==> src/rtl/ssp_pkg.sv <==
package ssp_pkg;
  localparam int unsigned WORD_W    = 18;
  localparam int unsigned MIN_PULSE = 6;     // request must exceed this many edges
  localparam int unsigned BURST_LEN = 1026;
endpackage

==> src/rtl/ssp_req_filter.sv <==
module ssp_req_filter #(
  parameter int unsigned MIN_PULSE = ssp_pkg::MIN_PULSE
) (
  input  logic clk_i,
  input  logic rst_ni,
  input  logic en_i,
  input  logic req_i,
  output logic qual_o
);
  localparam int unsigned SAT = MIN_PULSE + 1;
  localparam int unsigned CW  = $clog2(SAT + 1);

  logic [CW-1:0] run_q;

  always_ff @(posedge clk_i or negedge rst_ni) begin
    if (!rst_ni)                run_q <= '0;
    else if (!en_i || !req_i)   run_q <= '0;
    else if (run_q != CW'(SAT)) run_q <= run_q + 1'b1;
  end

  // single-cycle qualify on the edge that completes the run
  assign qual_o = en_i && req_i && (run_q == CW'(MIN_PULSE));

  AST_QUAL_NEEDS_HISTORY: assert property (@(posedge clk_i) disable iff (!rst_ni)
    qual_o |-> ($past(req_i) && $past(en_i)));
  AST_FRESH_REQ_NO_QUAL: assert property (@(posedge clk_i) disable iff (!rst_ni)
    $rose(req_i) |-> !qual_o);
endmodule

==> src/rtl/ssp_burst_ctrl.sv <==
module ssp_burst_ctrl #(
  parameter int unsigned BURST_LEN = ssp_pkg::BURST_LEN
) (
  input  logic clk_i,
  input  logic rst_ni,
  input  logic en_i,
  input  logic qual_i,
  input  logic req_i,
  output logic active_o
);
  localparam int unsigned CW = $clog2(BURST_LEN);
  localparam logic [CW-1:0] LAST = CW'(BURST_LEN - 1);

  logic          active_q;
  logic [CW-1:0] cnt_q;

  always_ff @(posedge clk_i or negedge rst_ni) begin
    if (!rst_ni) begin
      active_q <= 1'b0;
      cnt_q    <= '0;
    end else if (!en_i) begin
      active_q <= 1'b0;
      cnt_q    <= '0;
    end else if (!active_q) begin
      if (qual_i) begin
        active_q <= 1'b1;
        cnt_q    <= '0;
      end
    end else if (cnt_q != LAST) begin
      cnt_q <= cnt_q + 1'b1;
    end else if (!req_i) begin
      // burst done and request released
      active_q <= 1'b0;
      cnt_q    <= '0;
    end
  end

  assign active_o = active_q;

  AST_CNT_BOUND: assert property (@(posedge clk_i) disable iff (!rst_ni)
    cnt_q <= LAST);
  AST_NO_EARLY_END: assert property (@(posedge clk_i) disable iff (!rst_ni)
    (en_i && active_q && cnt_q != LAST) |=> active_q);
  AST_NO_RESTART: assert property (@(posedge clk_i) disable iff (!rst_ni)
    (en_i && active_q && cnt_q != LAST) |=> (cnt_q == $past(cnt_q) + 1'b1));
  AST_HELD_EXTENDS: assert property (@(posedge clk_i) disable iff (!rst_ni)
    (en_i && active_q && cnt_q == LAST && req_i) |=> active_q);
  AST_IDLE_NEEDS_QUAL: assert property (@(posedge clk_i) disable iff (!rst_ni)
    (!active_q && !qual_i) |=> !active_q);
  AST_OFF_CLEARS: assert property (@(posedge clk_i) disable iff (!rst_ni)
    !en_i |=> !active_q);
endmodule

==> src/rtl/ssp_word_sel.sv <==
module ssp_word_sel #(
  parameter int unsigned WORD_W = ssp_pkg::WORD_W
) (
  input  logic              en_i,
  input  logic              active_i,
  input  logic [WORD_W-1:0] data_i,
  output logic [WORD_W-1:0] word_o,
  output logic              train_o,
  output logic              drive_o
);
  localparam int unsigned HALF = WORD_W / 2;

  logic [WORD_W-1:0] pattern;

  // upper half ones, lower half zeros
  for (genvar g = 0; g < WORD_W; g++) begin : g_pat
    assign pattern[g] = (g >= HALF);
  end

  always_comb begin
    if (!en_i)         word_o = '0;
    else if (active_i) word_o = pattern;
    else               word_o = data_i;
  end

  assign train_o = en_i && active_i;
  assign drive_o = en_i;
endmodule

==> src/rtl/sync_sender.sv <==
module sync_sender #(
  parameter int unsigned WORD_W    = ssp_pkg::WORD_W,
  parameter int unsigned MIN_PULSE = ssp_pkg::MIN_PULSE,
  parameter int unsigned BURST_LEN = ssp_pkg::BURST_LEN
) (
  input  logic              clk_i,
  input  logic              rst_ni,
  input  logic              en_i,
  input  logic              sync_req_i,
  input  logic [WORD_W-1:0] data_i,
  output logic [WORD_W-1:0] word_o,
  output logic              train_o,
  output logic              drive_o
);
  localparam int unsigned HALF = WORD_W / 2;

  logic qual;
  logic active;

  ssp_req_filter #(.MIN_PULSE(MIN_PULSE)) u_filter (
    .clk_i  (clk_i),
    .rst_ni (rst_ni),
    .en_i   (en_i),
    .req_i  (sync_req_i),
    .qual_o (qual)
  );

  ssp_burst_ctrl #(.BURST_LEN(BURST_LEN)) u_burst (
    .clk_i    (clk_i),
    .rst_ni   (rst_ni),
    .en_i     (en_i),
    .qual_i   (qual),
    .req_i    (sync_req_i),
    .active_o (active)
  );

  ssp_word_sel #(.WORD_W(WORD_W)) u_sel (
    .en_i     (en_i),
    .active_i (active),
    .data_i   (data_i),
    .word_o   (word_o),
    .train_o  (train_o),
    .drive_o  (drive_o)
  );

  AST_TRAIN_PATTERN: assert property (@(posedge clk_i) disable iff (!rst_ni)
    train_o |-> ((&word_o[WORD_W-1:HALF]) && !(|word_o[HALF-1:0])));
  AST_OFF_QUIET: assert property (@(posedge clk_i) disable iff (!rst_ni)
    !en_i |-> (word_o == '0 && !train_o && !drive_o));
  AST_WAKE_DATA: assert property (@(posedge clk_i) disable iff (!rst_ni)
    $rose(en_i) |-> !train_o);
  AST_PASS_DATA: assert property (@(posedge clk_i) disable iff (!rst_ni)
    (en_i && !train_o) |-> (word_o == data_i));
endmodule

==> config.mk <==
export PLATFORM = sky130hd
export DESIGN_NAME = sync_sender
export DESIGN_NICKNAME = d
export VERILOG_FILES = /design/src/rtl/ssp_pkg.sv /design/src/rtl/ssp_req_filter.sv /design/src/rtl/ssp_burst_ctrl.sv /design/src/rtl/ssp_word_sel.sv /design/src/rtl/sync_sender.sv
export SDC_FILE = /design/constraint.sdc
export NUM_CORES = 1
export LEC_CHECK = 0
export BUFFER_PORTS_ARGS = -buffer_cell sky130_fd_sc_hd__buf_2
export CAP_MARGIN = 20
export CORE_ASPECT_RATIO = 0.75
export CORE_MARGIN = 1
export CORE_UTILIZATION = 53
export CTS_BUF_LIST = sky130_fd_sc_hd__clkbuf_4 sky130_fd_sc_hd__clkbuf_8
export CTS_CLUSTER_DIAMETER = 40
export DETAILED_ROUTE_END_ITERATION = 6
export PLACE_DENSITY = 0.95
export SETUP_SLACK_MARGIN = 0.5
export SLEW_MARGIN = 0
export SYNTH_ARGS = -nofsm -noshare
export SYNTH_HDL_FRONTEND = slang
export SYNTH_SLANG_ARGS = --single-unit
==> constraint.sdc <==
create_clock -name clk_i -period 3.31 [get_ports clk_i]
set_clock_uncertainty 0.2 [all_clocks]
set_input_delay 0.331 -clock clk_i [delete_from_list [all_inputs] [get_ports clk_i]]
set_output_delay 0.331 -clock clk_i [all_outputs]
set_load 0.03 [all_outputs]
==> run metrics, run 1 <==
input/output buffers=41; Core Area=between 1500 and 2000 um^2; detailed placer's ending HPWL=about 2100 um; Placed Area=1250 um^2; FP Rows=13; register area share after synthesis=a little over a third; share of cells above drive strength 1=33.1%; CP Class=reg -> reg; Worst EP required=3320 ps; Main synth FF type=dfrtp_1; power density over the cells=292 nW/um^2; Total GRT Usage=just under 30%; vias per cell=5.89; Hold Path Class=in -> reg; f_max=423 MHz; Via Count=about 1100; Clock Latency Late Sink=290 ps; CTS max path bufs=2; gr ovfl total=0; WP data arrival=2370 ps; nets=185; WHS=approximately 160 ps; Min Clock Period, post-route=2360 ps; CTS HTree Levels=1; vias in the first global route=roughly 930; n_diodes=0; Post-synth EDFFs=0; die area=between 2000 and 2500 um^2; crit start category=flip-flop; most frequent cells in the layout=buf_2, dfrtp_1, and2_1; Initial Util=58.3%; Avg WL per Cell=about 16 um; # IOs=42; Worst-Margin Slew=between 600 and 700 ps; FF+latch count, synth=15; Routed Antenna Nets=0; synthesized area=1050 um^2; Final Cell Area=1290 um^2; Synth Warn #=0; final setup vio count=0; Slew HR=58.4%; DRC viols=0; DRT iter0 DRCs=43; post-layout util=71.7%; setup tns final=0 ps; post-synth net total=143; Max Slew Vio Count=0; initial antenna violation count=0; Reg2Reg Depth=6; Gate Count Post-Synth=116; CTS resizes=0; hold violation count in the final report=0; GPL Wtd Cong=between 0.8 and 0.9; Syn-to-layout area delta=23.1%; die height=40.6 um; Pleak=0.622 nW; syn avg cell area=9.07 um^2; Synth cell types=38; CTS tree=built; crit end category=flip-flop; total wire length=2780 um; Worst VDD drop=0.218 mV; first-pass GRT wire length=4250 um; hold path depth=3; Max-Cap Viols=0; setup bufs post-CTS=0; commonest non-fill, non-tap cell in the layout=buf_2; router iterations before antenna repair=4; RSZ-0062 raised after global routing=no; status=finished, final reports clean; die width=roughly 53 um; total power after layout=~380 uW; Root Buffer=clkbuf_4; largest net degree at the start of global routing=17; FFs w/ async S/R, synth=between 90% and 100%; Num CTS Buffers=3; clock sink count=15; hold buffers post-CTS=1; crit path max fanout=11; period utilization=71.4%; Worst-path clk slew=90 ps
## cell type report
cell class                      count  area [um^2]
Multi-Input combinational cell     92          632
Fill cell                         126          510
Sequential cell                    15          375
Timing Repair Buffer               42          215
Clock buffer                        4         30.0
Tap cell                           22         27.5
Inverter                            4         15.0
## layer usage
metal	global-route usage, %	routed length, um	vias to the layer above
met5	0	0	-
met4	14.5	29	0
met3	7.95	176	7
met2	45.6	1380	39
met1	37.7	1200	499
li1	-	-	510
## state kept, by name, summed over array words and instances, names as in the netlist
| signal | flops |
|---|---|
| u_burst.cnt_q | 11 |
| u_burst.active_o | 1 |
| u_filter.run_q | 3 |
## worst paths after layout
kind / start / to / slack (ps)
hold / removal: sync_req_i / u_filter.run_q[2]$_DFFE_PN0P_ / 160
max in group asynchronous: rst_ni / u_filter.run_q[2]$_DFFE_PN0P_ / 2390
setup / recovery: u_burst.cnt_q[1]$_DFFE_PN0P_ / u_burst.cnt_q[9]$_DFFE_PN0P_ / 950
min in group asynchronous: rst_ni / u_burst.cnt_q[5]$_DFFE_PN0P_ / 260
setup reg to reg: u_burst.cnt_q[1]$_DFFE_PN0P_ / u_burst.cnt_q[9]$_DFFE_PN0P_ / 950
hold reg to reg: u_burst.cnt_q[8]$_DFFE_PN0P_ / u_burst.cnt_q[8]$_DFFE_PN0P_ / 360
## synthesized netlist by cell type, types with 2 or more instances
cell      count  area (um^2)
clkbuf_1      3         11.3
ha_1          5         62.6
or4_1         4         30.0
and3_1        3         18.8
dfrtp_1      15          375
nand2_1       5         18.8
o21a_1        9         67.6
a21o_1        2         15.0
o21ai_1       2         10.0
nor2_1        4         15.0
nand3_1       7         35.0
a31oi_1       3         18.8
o31ai_1       4         30.0
nand2b_1      2         12.5
o21ai_0       4         20.0
and2_1       11         68.8
a21oi_1       8         40.0
or3_1         2         12.5
inv_1         4         15.0
## worst max-delay path: stages (launching register included)
cell and delay, ps:
dfrtp_1 400, inv_1 80, ha_1 150, or4bb_4 570, nor4_4 520, o31ai_1 180, a21oi_1 180
## logic make-up after synthesis
group                    share of synthesized area [%]
AO/OA/AOI/OAI                                     23.3
XOR/XNOR                                         0.832
adder cells (fa/ha/maj)                           5.95
buffers and inverters                             4.28
flip-flops                                        35.7
multiplexers                                     0.951
AND/OR/NAND/NOR                                   29.0
## metrics by stage
stage	worst slack (ps)	cells
floorplan	1270	116
CTS	978	179
global route	841	179
global placement	1120	174
detailed placement	990	174
finish	948	179
## report_power, final
group / leakage [nW] / switching [mW] / internal, mW
Clock: 0.0184 / 0.0601 / 0.0551
Sequential: 0.209 / 0.00107 / 0.184
Combinational: 0.395 / 0.0491 / 0.0279
Total: 0.622 / 0.110 / 0.267
Note: power is estimated with default switching activity, not from simulation.
==> run 2, diff against run 1 <==
--- a/config.mk
+++ b/config.mk
@@ -9,11 +9,11 @@
 export CAP_MARGIN = 20
 export CORE_ASPECT_RATIO = 0.75
 export CORE_MARGIN = 1
-export CORE_UTILIZATION = 53
+export CORE_UTILIZATION = 45
 export CTS_BUF_LIST = sky130_fd_sc_hd__clkbuf_4 sky130_fd_sc_hd__clkbuf_8
 export CTS_CLUSTER_DIAMETER = 40
 export DETAILED_ROUTE_END_ITERATION = 6
-export PLACE_DENSITY = 0.95
+export PLACE_DENSITY = 0.9
 export SETUP_SLACK_MARGIN = 0.5
 export SLEW_MARGIN = 0
 export SYNTH_ARGS = -nofsm -noshare
==> constraint.sdc (replaced) <==
create_clock -name clk_i -period 2 [get_ports clk_i]
set_clock_uncertainty 0.2 [all_clocks]
set_input_delay 0.2 -clock clk_i [delete_from_list [all_inputs] [get_ports clk_i]]
set_output_delay 0.2 -clock clk_i [all_outputs]
set_load 0.03 [all_outputs]
==> run 2 against run 1 <==
Net effect: sequential share of layout area decreased by 7.5 points; non-clock buffer count up 31; register-to-register slack worse by 1100 ps; largest cell class unchanged; the run now ends with design-rule violations, negative setup slack left; clock-buffer cell count decreased by 1; combinational power grew 140%; fmax rose by 11%; routed wire length is 25% higher; die area grew 17%; first-iteration DRC count is 42% higher; hold slack got worse by 120 ps.
==> run metrics, run 2 (synthesis results as in run 1) <==
die area=2540 um^2; clock sink count=15; most frequent cells in the layout=buf_6, buf_4, buf_2; Worst path max stage delay=about 480 ps; Flop pwr share=45.8%; die height=43.9 um; period utilization=106%; CP Class=reg -> reg; Net Switching=203 uW; die width=57.8 um; cell chain of the critical path=inv_2 > ha_4 > or4bb_4 > buf_4 > or3_4 > o21ai_2 > a21boi_1; Reg2Reg Depth=7; # IOs=42; Net Sw Frac=30.3%; DRT iter0 DRCs=61; Max Slew Vio Count=0; internal power=467 uW; Met3 Routed Length=222 um; total wire length=3480 um; CP bufs+invs=2; input/output buffers=41; Storage cell area=377 um^2; Largest register FFs=11; Initial Util=50.1%; GPL Wtd Cong=0.930; commonest non-fill, non-tap cell in the layout=buf_6; f_max=472 MHz; RSZ-0062 raised after global routing=yes; placed instance count=190; Routed met2 length=1800 um; clock share of power=27.0%; FP Rows=14; final setup vio count=12; router iterations before antenna repair=6; Core Area=2100 um^2; Hold Path End=u_filter.run_q[2]$_DFFE_PN0P_; multi-input logic area=~710 um^2; Max-Cap Viols=0; hold path start=sync_req_i; Routed Antenna Nets=0; Total GRT Usage=27.6%; M1 wire length=1410 um; Clock Latency Late Sink=290 ps; hold path depth=3; R2R Setup Slk=-120 ps; DRC viols=5; share of cells above drive strength 1=between 50% and 60%; Pleak=0.827 nW; Logic pwr share=between 20% and 30%; Top delay family on crit path=simple AND/OR/NAND/NOR gates; slowest CP cell=or4bb_4; WHS=44.0 ps; Syn-to-layout area delta=66.3%; crit path max fanout=3; failing checks=design-rule violations, negative setup slack; crit start category=flip-flop; Worst VDD drop=about 0.3 mV; detailed placer's ending HPWL=about 2200 um; Slew HR=77.1%; CTS max path bufs=2; CTS HTree Levels=1; reg2reg start=u_burst.cnt_q[1]$_DFFE_PN0P_; initial antenna violation count=0; WP data arrival=roughly 2100 ps; Final Non-Filler Cells=~210; gr ovfl total=0; vias per cell=around 5.8; nets=216; largest net degree at the start of global routing=16; Worst EP required=1990 ps; Avg WL per Cell=about 16 um; Worst-path clk slew=110 ps; Top reg by flops=u_burst.cnt_q; Placed Area=1360 um^2; CTS tree=built; Root Buffer=clkbuf_4; n_diodes=0; Hold Path Class=in -> reg; Final Cell Area=about 1800 um^2; first-pass GRT wire length=roughly 5200 um; power density over the cells=roughly 380 nW/um^2; status=finished with violations; hold violation count in the final report=0; crit end category=flip-flop; top layer in use=met4; filler instances=about 110; Worst-Margin Slew=343 ps; Via Count=1223; Final WS setup=-119 ps; reg-to-reg endpoint=u_burst.active_o$_DFF_PN0_; vias in the first global route=1123; Num CTS Buffers=3; Min Clock Period, post-route=2120 ps
==> run 2: cell count changes in the layout (fill, tap and decap cells not counted), sizes merged <==
cell         before  now
buf              41   71
clkbuf            4    3
clkinv            0    1
dlygate4sd3       1    2
==> run 2: how the worst max path moves through the flow <==
| stage | from | end | slack (ps) | cells after the start |
|---|---|---|---|---|
| after floorplan | u_burst.cnt_q[1]$_DFFE_PN0P_ | u_burst.cnt_q[6]$_DFFE_PN0P_ | -40 | 6 |
| final | u_burst.cnt_q[1]$_DFFE_PN0P_ | u_burst.active_o$_DFF_PN0_ | -120 | 7 |
| after global placement | u_burst.cnt_q[1]$_DFFE_PN0P_ | u_burst.cnt_q[6]$_DFFE_PN0P_ | -50 | 6 |
| after detailed placement | u_burst.cnt_q[1]$_DFFE_PN0P_ | u_burst.cnt_q[6]$_DFFE_PN0P_ | -160 | 6 |
| after CTS | u_burst.cnt_q[1]$_DFFE_PN0P_ | u_burst.cnt_q[6]$_DFFE_PN0P_ | -90 | 6 |
| after global routing | u_burst.cnt_q[1]$_DFFE_PN0P_ | u_burst.active_o$_DFF_PN0_ | -180 | 7 |
==> run 2: stage by stage <==
step / total power [mW] / TNS, ps / utilization (%) / setup slack, ps
after floorplan: 0.389 / -35.1 / - / -35.1
final: 0.670 / -951 / 83.3 / -119
after CTS: 0.660 / -597 / 80.9 / -93.0
after global placement: 0.441 / -65.9 / 64.8 / -45.7
after global routing: 0.690 / -1740 / 83.3 / -185
after detailed placement: 0.444 / -927 / 64.8 / -158
==> run 2: layout make-up <==
class,count,area share (%)
tap,24,1.72
inverter,4,0.858
timing repair buffer,73,33.8
sequential,15,21.5
clock inverter,1,0.286
clock buffer,3,1.29
multi-input combinational,92,40.5
==> run 2: repair_timing <==
item,4_1_cts,5_1_grt
endpoints found under the hold margin,16,0
resized for setup,61,9
endpoints found under the setup margin,31,32
hold buffers,2,0
setup buffers,12,2
gates cloned,1,1
pin swaps,11,0
==> run 2: routing by layer <==
metal / vias to the layer above / GRT usage [%]
met1: 597 / 35.9
met4: 0 / 3.81
met2: 48 / 50.3
li1: 572 / -
met5: - / 0
met3: 6 / 3.88
==> run 2: power groups by stage <==
stage | clock network (mW) | logic [mW] | registers (mW)
2_1_floorplan | 0 | 0.0762 | 0.312
3_3_place_gp | 0 | 0.128 | 0.312
3_5_place_dp | 0 | 0.132 | 0.313
4_1_cts | 0.179 | 0.174 | 0.307
5_1_grt | 0.191 | 0.192 | 0.307
6_report | 0.181 | 0.183 | 0.307
==> run 2: worst min-delay path: cells and delay by family <==
family        cells  cell delay, ps
buf+inv           1             140
simple gates      2             170
==> run 3, diff against run 2 <==
--- a/config.mk
+++ b/config.mk
@@ -8,12 +8,12 @@
 export BUFFER_PORTS_ARGS = -buffer_cell sky130_fd_sc_hd__buf_2
 export CAP_MARGIN = 20
 export CORE_ASPECT_RATIO = 0.75
-export CORE_MARGIN = 1
+export CORE_MARGIN = 5
 export CORE_UTILIZATION = 45
 export CTS_BUF_LIST = sky130_fd_sc_hd__clkbuf_4 sky130_fd_sc_hd__clkbuf_8
 export CTS_CLUSTER_DIAMETER = 40
 export DETAILED_ROUTE_END_ITERATION = 6
-export PLACE_DENSITY = 0.9
+export PLACE_DENSITY = 0.78
 export SETUP_SLACK_MARGIN = 0.5
 export SLEW_MARGIN = 0
 export SYNTH_ARGS = -nofsm -noshare
==> run 3 against run 2 <==
Net effect: the run ends with negative setup slack left; global-route usage fell by 5.3 points; combinational power decreased by 14%; setup slack improved by 47 ps.
==> run metrics, run 3 (synthesis results as in run 1) <==
period utilization=104%; CTS max path bufs=2; Hold Path Class=in -> reg; detailed placer's ending HPWL=2520 um; Worst VDD drop=between 0.2 and 0.3 mV; vias per cell=5.62; most frequent cells in the layout=buf_2, buf_6, buf_4; Root Buffer=clkbuf_4; Pleak=0.759 nW; R2R Setup Slk=-70 ps; CTS HTree Levels=1; Total GRT Usage=22.3%; Worst EP required=1990 ps; Final WS setup=-71.4 ps; Storage cell area=375 um^2; Slew HR=76.5%; CP Class=reg -> reg; CTS tree=built; Avg WL per Cell=around 17 um; Num CTS Buffers=3; nets=205; vias in the first global route=1227; Final Cell Area=between 1500 and 2000 um^2; # IOs=42; status=finished with violations; input/output buffers=41; largest net degree at the start of global routing=17; Top reg by flops=u_burst.cnt_q; WHS=49.1 ps; commonest non-fill, non-tap cell in the layout=buf_2; hold violation count in the final report=0; placed instance count=198; crit end category=flip-flop; Syn-to-layout area delta=55.2%; Largest register FFs=11; total wire length=between 3000 and 4000 um; Min Clock Period, post-route=~2100 ps; FP Rows=15; die width=roughly 66 um; Max Slew Vio Count=0; gr ovfl total=0; initial antenna violation count=0; filler instances=160; Routed Antenna Nets=0; final setup vio count=12; share of cells above drive strength 1=around half; die area=3420 um^2; Worst-path clk slew=100 ps; DRT iter0 DRCs=109; failing checks=negative setup slack; Via Count=1186; RSZ-0062 raised after global routing=yes; die height=approximately 52 um; WP data arrival=2070 ps; post-placement setup slack=-116 ps; Clock Latency Late Sink=300 ps; crit start category=flip-flop; Max-Cap Viols=0; post-layout util=71.9%; first-pass GRT wire length=5730 um; clock sink count=15; Initial Util=46.3%; Core Area=about 2300 um^2; GPL Wtd Cong=approximately 0.9; Final Non-Filler Cells=211; Placed Area=about 1400 um^2; power density over the cells=398 nW/um^2; crit path max fanout=3; n_diodes=0; router iterations before antenna repair=4; DRC viols=0; f_max=between 400 and 500 MHz; multi-input logic area=between 700 and 800 um^2; Worst-Margin Slew=352 ps
run 3: layer usage:
layer	global-route usage (%)	vias up	share of wire, %
li1	-	555	-
met3	6.26	4	7.9
met1	27.3	567	41
met4	4.14	0	0.68
met2	39.1	60	51
met5	0	-	0
run 3: worst paths after layout:
path / start / to / cells after the start
max reg2reg: u_burst.cnt_q[1]$_DFFE_PN0P_ / u_burst.active_o$_DFF_PN0_ / 7
max in group asynchronous: rst_ni / u_burst.active_o$_DFF_PN0_ / 2
min: sync_req_i / u_burst.active_o$_DFF_PN0_ / 3
max: u_burst.cnt_q[1]$_DFFE_PN0P_ / u_burst.active_o$_DFF_PN0_ / 7
min in group asynchronous: rst_ni / u_burst.cnt_q[0]$_DFFE_PN0P_ / 2
min reg2reg: u_filter.run_q[1]$_DFFE_PN0P_ / u_filter.run_q[1]$_DFFE_PN0P_ / 2
run 3: metrics by stage:
| stage | total power [mW] | setup TNS (ps) |
|---|---|---|
| 6_report | 0.650 | -404 |
| 5_1_grt | 0.685 | -1140 |
| 4_1_cts | 0.649 | -236 |
| 3_5_place_dp | 0.444 | -926 |
| 3_3_place_gp | 0.441 | -64.4 |
| 2_1_floorplan | 0.389 | -35.1 |
run 3: final cells by class:
type | count | share of cell area [%]
timing repair buffer | 62 | 28.4
tap | 34 | 2.61
clock inverter | 1 | 0.307
multi-input combinational | 92 | 43.4
sequential | 15 | 23.0
clock buffer | 3 | 1.38
inverter | 4 | 0.920
run 3: timing repair:
| item | 4_1_cts | 5_1_grt |
|---|---|---|
| setup buffers | 5 | 2 |
| resized for setup | 41 | 8 |
| endpoints found under the hold margin | 15 | 0 |
| cloned | 1 | 0 |
| setup endpoints to repair | 31 | 31 |
| pin swaps | 7 | 3 |
| hold buffers | 1 | 0 |
run 3: where the power goes:
part	switching, mW	internal, mW	total, mW
clock network	0.112	0.0747	0.186
logic	0.0902	0.0669	0.157
registers	0.00185	0.305	0.307
total	0.204	0.447	0.650
run 3: worst max-delay path, stage by stage, from the launching register on:
cell and delay (ps):
dfrtp_1 410, inv_2 80, ha_4 110, or4bb_4 490, buf_6 150, or3_4 350
o21ai_2 120, a21boi_1 60
